[config.mk]
export PLATFORM = sky130hd
export DESIGN_NAME = bus_cycle_timer
export DESIGN_NICKNAME = d
export VERILOG_FILES = /design/src/rtl/bus_cycle_pkg.sv /design/src/rtl/bct_len_calc.sv /design/src/rtl/bct_seq.sv /design/src/rtl/bct_strobe.sv /design/src/rtl/bus_cycle_timer.sv
export SDC_FILE = /design/constraint.sdc
export NUM_CORES = 1
export LEC_CHECK = 0
export CORE_MARGIN = 10
export CORE_UTILIZATION = 55
export DETAILED_ROUTE_END_ITERATION = 8
export DONT_BUFFER_PORTS = 1
export PLACE_DENSITY_LB_ADDON = 0.2
export REMOVE_ABC_BUFFERS = 1
export SETUP_SLACK_MARGIN = 0.2
export SYNTH_ARGS = -nofsm -noshare
export SYNTH_HDL_FRONTEND = slang
export SYNTH_SLANG_ARGS = --single-unit
[constraint.sdc]
create_clock -name clk -period 8.36 [get_ports clk]
set_clock_uncertainty 0.15 [all_clocks]
set_input_delay 1.672 -clock clk [delete_from_list [all_inputs] [get_ports clk]]
set_output_delay 1.672 -clock clk [all_outputs]
set_load 0.005 [all_outputs]
[src/rtl/bus_cycle_pkg.sv]
package bus_cycle_pkg;
  // Extra cycles requested by the two wait inputs: A=1, B=2, both=3.
  function automatic logic [1:0] wait_cycles(input logic wa, input logic wb);
    return {wb, wa};
  endfunction
endpackage

[src/rtl/bct_len_calc.sv]
module bct_len_calc #(
  parameter int MAIN_CYC = 5,
  parameter int IO_WAIT  = 12,
  parameter int CW       = 5
) (
  input  logic          io,
  input  logic          wa,
  input  logic          wb,
  output logic [CW-1:0] len
);
  import bus_cycle_pkg::*;
  always_comb begin
    len = CW'(MAIN_CYC) + CW'(wait_cycles(wa, wb));
    if (io) len = len + CW'(IO_WAIT);
  end
endmodule

[src/rtl/bct_seq.sv]
module bct_seq #(
  parameter int MAIN_CYC = 5,
  parameter int CW       = 5
) (
  input  logic          clk,
  input  logic          rst_n,
  input  logic          buf_en,
  input  logic          io_sel,
  input  logic          io_ready,
  input  logic          hold,
  input  logic [CW-1:0] len_live,
  output logic          first,
  output logic          active,
  output logic          io_eff,
  output logic          rdy
);
  logic [CW-1:0] cnt_q, len_q, len_eff;
  logic          io_q, blocked;

  always_comb begin
    first   = (cnt_q == '0);
    len_eff = first ? len_live : len_q;
    io_eff  = first ? io_sel : io_q;
    blocked = buf_en && first && io_sel && !io_ready;
    active  = buf_en && !blocked;
    rdy     = active && !hold && (cnt_q == len_eff - CW'(1));
  end

  always_ff @(posedge clk) begin
    if (!rst_n) begin
      cnt_q <= '0;
      len_q <= '0;
      io_q  <= 1'b0;
    end else begin
      if (first && active) begin
        len_q <= len_live;
        io_q  <= io_sel;
      end
      if (!active || rdy) cnt_q <= '0;
      else if (!hold)     cnt_q <= cnt_q + CW'(1);
    end
  end

  p_idle_after_rdy_r9: assert property (@(posedge clk) disable iff (!rst_n)
    rdy |=> (cnt_q == '0));
  p_min_len_r1: assert property (@(posedge clk) disable iff (!rst_n)
    rdy |-> (cnt_q >= CW'(MAIN_CYC - 1)));
  p_hold_freeze_r4: assert property (@(posedge clk) disable iff (!rst_n)
    (active && hold) |=> $stable(cnt_q));
  p_block_no_count_r6: assert property (@(posedge clk) disable iff (!rst_n)
    (buf_en && io_sel && !io_ready && cnt_q == '0) |=> (cnt_q == '0));
endmodule

[src/rtl/bct_strobe.sv]
module bct_strobe (
  input  logic clk,
  input  logic rst_n,
  input  logic active,
  input  logic first,
  input  logic io_eff,
  input  logic rdy,
  input  logic wr,
  output logic strobe,
  output logic io_rd,
  output logic io_wr,
  output logic io_busy
);
  logic mid;
  always_comb begin
    strobe  = active;
    io_busy = active && io_eff;
    mid     = !first && !rdy;
    io_rd   = io_busy && mid && !wr;
    io_wr   = io_busy && mid && wr;
  end

  p_io_excl_r8: assert property (@(posedge clk) disable iff (!rst_n)
    !(io_rd && io_wr));
  p_rdy_in_strobe_r5: assert property (@(posedge clk) disable iff (!rst_n)
    rdy |-> strobe);
endmodule

[src/rtl/bus_cycle_timer.sv]
module bus_cycle_timer #(
  parameter int MAIN_CYC = 5,
  parameter int IO_WAIT  = 12
) (
  input  logic clk,
  input  logic rst_n,
  input  logic buf_en,
  input  logic wr,
  input  logic io_sel,
  input  logic wait_a,
  input  logic wait_b,
  input  logic hold,
  input  logic io_ready,
  output logic strobe,
  output logic io_rd,
  output logic io_wr,
  output logic io_busy,
  output logic rdy
);
  localparam int CW = $clog2(MAIN_CYC + IO_WAIT + 3 + 1);

  logic [CW-1:0] len_live;
  logic          first, active, io_eff;

  bct_len_calc #(.MAIN_CYC(MAIN_CYC), .IO_WAIT(IO_WAIT), .CW(CW)) u_len (
    .io(io_sel), .wa(wait_a), .wb(wait_b), .len(len_live));

  bct_seq #(.MAIN_CYC(MAIN_CYC), .CW(CW)) u_seq (
    .clk(clk), .rst_n(rst_n), .buf_en(buf_en), .io_sel(io_sel),
    .io_ready(io_ready), .hold(hold), .len_live(len_live),
    .first(first), .active(active), .io_eff(io_eff), .rdy(rdy));

  bct_strobe u_strb (
    .clk(clk), .rst_n(rst_n), .active(active), .first(first), .io_eff(io_eff),
    .rdy(rdy), .wr(wr), .strobe(strobe), .io_rd(io_rd), .io_wr(io_wr),
    .io_busy(io_busy));

  p_rdy_pulse_r5: assert property (@(posedge clk) disable iff (!rst_n)
    rdy |=> !rdy);
  p_no_rdy_in_hold_r4: assert property (@(posedge clk) disable iff (!rst_n)
    hold |-> !rdy);
  p_mem_no_io_r7: assert property (@(posedge clk) disable iff (!rst_n)
    (strobe && !io_busy) |-> !(io_rd || io_wr));
endmodule

==> summary.json <==
{
  "design.core.area": {"value": 1320, "unit": "um2"},
  "num_vias": {"value": 631},
  "powerDensity": {"value": 130, "unit": "nW/um2"},
  "max_cap_viol_count": {"value": 0},
  "timing.critical_path.from_type": {"value": "input port"},
  "setup_viol": {"value": 0},
  "min_period_over_period": {"value": 64.4, "unit": "%"},
  "final.setup.tns": {"value": 0, "unit": "ns"},
  "timing.critical_path.to_type": {"value": "output pin"},
  "syn-mean-instance-area": {"value": 8.31, "unit": "um2"},
  "drive_above_1_share": {"value": 7.37, "unit": "%"},
  "post_cts_buffers": {"value": 0},
  "final_nets": {"value": 110},
  "layout.cells.most_common_list": {"value": "10 x sky130_fd_sc_hd__dfxtp_1, 8 x sky130_fd_sc_hd__xnor2_1"},
  "yosys_register_bits": {"value": 10},
  "finalWorstSetupSlack": {"value": 2.98, "unit": "ns"},
  "n_antenna_cell": {"value": 0},
  "report.final.hold_viol_count": {"value": 0},
  "yosysTopAreaCellShare": {"value": 25.6, "unit": "%"},
  "root_buffer": {"value": "sky130_fd_sc_hd__clkbuf_4"},
  "vias_per_cell": {"value": 5.74},
  "crit_type": {"value": "input port to output pin"},
  "postRouteAntennaNets": {"value": 0},
  "total_leakage_power": {"value": 0.345, "unit": "nW"},
  "worstPathArrival": {"value": 3.56, "unit": "ns"},
  "grt_remaining_overflow": {"value": 0},
  "die_height": {"value": 57.7, "unit": "um"},
  "initial_core_util": {"value": 59.3, "unit": "%"},
  "worst_skew_pair.late_latency": {"value": 0.26, "unit": "ns"},
  "mostFrequentLayoutCell": {"value": "sky130_fd_sc_hd__dfxtp_1"},
  "crit_path_max_fanout": {"value": 8},
  "core.rowCount": {"value": 13},
  "dp.final_hpwl": {"value": 1300, "unit": "um"},
  "status": {"value": "complete, no violations"},
  "clkTransAtPathRegs": {"value": 0.05, "unit": "ns"},
  "synth.distinct_cells": {"value": 30},
  "worst_setup_slack_before_clock_tree_synthesis": {"value": 2.98, "unit": "ns"},
  "power.ir.vdd_worst": {"value": 79.7, "unit": "uV"},
  "synth_top_cells_by_area": {"value": "sky130_fd_sc_hd__dfxtp_1 26%, sky130_fd_sc_hd__xnor2_1 9.0%, sky130_fd_sc_hd__mux2i_1 7.7%, sky130_fd_sc_hd__ha_1 6.4%, sky130_fd_sc_hd__nor2b_1 5.6%"},
  "grt_use_total": {"value": 9.76, "unit": "%"},
  "place.gp.congestion": {"value": 0.905},
  "cts-buffers-inserted": {"value": 3},
  "postSynthCellCount": {"value": 94},
  "die_x": {"value": 57.7, "unit": "um"},
  "grt_setup_unrepaired": {"value": "no"},
  "drt_wl_cell": {"value": 14.6, "unit": "um"},
  "dieArea": {"value": 3330, "unit": "um2"},
  "grt_max_degree": {"value": 11},
  "timing.max_slew.rel_slack": {"value": 61.5, "unit": "%"},
  "tritoncts": {"value": "yes"},
  "areaGrowthSynthToFinish": {"value": 3.21, "unit": "%"},
  "cts_hold_repair.buffers": {"value": 0},
  "achievable-frequency": {"value": 186, "unit": "MHz"},
  "required": {"value": 6.54, "unit": "ns"},
  "synth_top_cell_by_area": {"value": "sky130_fd_sc_hd__dfxtp_1"},
  "grt_pass1_vias": {"value": 558},
  "hp-class": {"value": "flip-flop to flip-flop"},
  "clock_tree.buffer_depth": {"value": 2},
  "drv_slew": {"value": 0},
  "post_synth_instance_area": {"value": 781, "unit": "um2"},
  "detail_route.first_pass.iterations": {"value": 4},
  "grt_pass1_wl": {"value": 2600, "unit": "um"},
  "number_of_antenna_violations_at_the_first_check_in_global_routing": {"value": 0},
  "drt_wl_total": {"value": 1610, "unit": "um"},
  "yosys_warnings": {"value": 0},
  "floorplan.io_pins": {"value": 14},
  "cts-resized-gates": {"value": 0},
  "drt-initial-drc-count": {"value": 8},
  "period_minus_slack": {"value": 5.38, "unit": "ns"},
  "tightestPinTransition": {"value": 0.575, "unit": "ns"},
  "tritoncts_num_sinks": {"value": 10},
  "post-route-util": {"value": 61.2, "unit": "%"},
  "register_area_share_after_synthesis": {"value": 25.6, "unit": "%"},
  "h-tree-depth": {"value": 1},
  "io_buffer_count": {"value": 0},
  "post_detailed_route_drc_marker_count": {"value": 0}
}
metrics by stage:
| stage | instances | power, mW | hold WS, ns | cell area (um2) |
|---|---|---|---|---|
| detailed placement | 107 | 0.0742 | 0.423 | 783 |
| global route | 110 | 0.111 | 0.441 | 806 |
| CTS | 110 | 0.106 | 0.426 | 806 |
| global placement | 107 | 0.0739 | 0.409 | 783 |
| finish | 110 | 0.104 | 0.410 | 806 |
| floorplan | 92 | 0.0705 | 0.361 | 764 |
metal layers:
layer  wire length, um  up-vias  track usage (%)
met5                 0        -                0
met4                31        0             5.03
met3               159        5             5.45
met2               667       15             12.7
met1               748      283             12.3
li1                  -      328                -
registers in the layout, indices dropped and copies added (netlist names):
register,cells
u_seq.cnt_q,5
u_seq.io_q,1
u_seq.len_q,4
cells by family (layout without fill, tap and decap cells):
family / count (synthesis) / in the layout / synth area share [%]
simple gates: 46 / 46 / 34.9
compound gates: 11 / 11 / 9.29
flops: 10 / 10 / 25.6
xor+xnor: 9 / 9 / 10.1
mux: 7 / 7 / 9.13
buf+inv: 7 / 8 / 4.49
fa+ha+maj: 4 / 4 / 6.41
cell type report:
cell class / count / area, um2
Clock buffer: 3 / 22.5
Fill cell: 132 / 512
Inverter: 5 / 18.8
Multi-Input combinational cell: 77 / 546
Sequential cell: 10 / 200
Tap cell: 15 / 18.8
worst max-delay path, stage by stage:
cell and delay [ns]:
sky130_fd_sc_hd__ha_1 0.17, sky130_fd_sc_hd__ha_1 0.32, sky130_fd_sc_hd__nor3b_1 0.31, sky130_fd_sc_hd__mux2i_1 0.14, sky130_fd_sc_hd__or3_1 0.36, sky130_fd_sc_hd__a21boi_1 0.15
sky130_fd_sc_hd__o221a_2 0.32, sky130_fd_sc_hd__nor3_1 0.11
synth_stat cells:
master	number
sky130_fd_sc_hd__xnor2_1	8
sky130_fd_sc_hd__nor4b_1	1
sky130_fd_sc_hd__buf_6	1
sky130_fd_sc_hd__o21a_1	1
sky130_fd_sc_hd__a21oi_1	3
sky130_fd_sc_hd__nor3_1	4
sky130_fd_sc_hd__inv_1	5
sky130_fd_sc_hd__nand2b_1	3
sky130_fd_sc_hd__nand3_1	7
sky130_fd_sc_hd__o221a_2	1
sky130_fd_sc_hd__dfxtp_1	10
sky130_fd_sc_hd__nor3b_1	3
sky130_fd_sc_hd__buf_2	1
sky130_fd_sc_hd__mux2_2	1
sky130_fd_sc_hd__mux2i_1	6
sky130_fd_sc_hd__nand2_1	7
sky130_fd_sc_hd__a211oi_1	1
sky130_fd_sc_hd__o21ai_0	3
sky130_fd_sc_hd__nor2b_1	7
sky130_fd_sc_hd__and3_1	1
sky130_fd_sc_hd__a311oi_1	1
sky130_fd_sc_hd__xor2_1	1
sky130_fd_sc_hd__nor4b_4	1
sky130_fd_sc_hd__or3_1	1
sky130_fd_sc_hd__nor2_1	7
sky130_fd_sc_hd__ha_1	4
sky130_fd_sc_hd__nor4b_2	1
sky130_fd_sc_hd__and2_1	2
sky130_fd_sc_hd__a21boi_1	1
sky130_fd_sc_hd__nand3b_1	1
power by group:
group          switching, mW  internal, mW  leakage [nW]
Combinational         0.0110        0.0106         0.250
Clock                 0.0147        0.0165        0.0138
Sequential           0.00198        0.0494        0.0813
Total                 0.0278        0.0766         0.345
final timing paths:
check | end | cells after the start | start | slack [ns]
worst max register to register | u_seq.cnt_q[0] | 8 | u_seq.cnt_q[0] | 5.87
worst min register to register | u_seq.len_q[2] | 2 | u_seq.len_q[2] | 0.41
worst min-delay path | u_seq.len_q[2] | 2 | u_seq.len_q[2] | 0.41
worst max-delay path | io_wr | 8 | wait_a | 2.98
(Power assumes the default switching activity.)
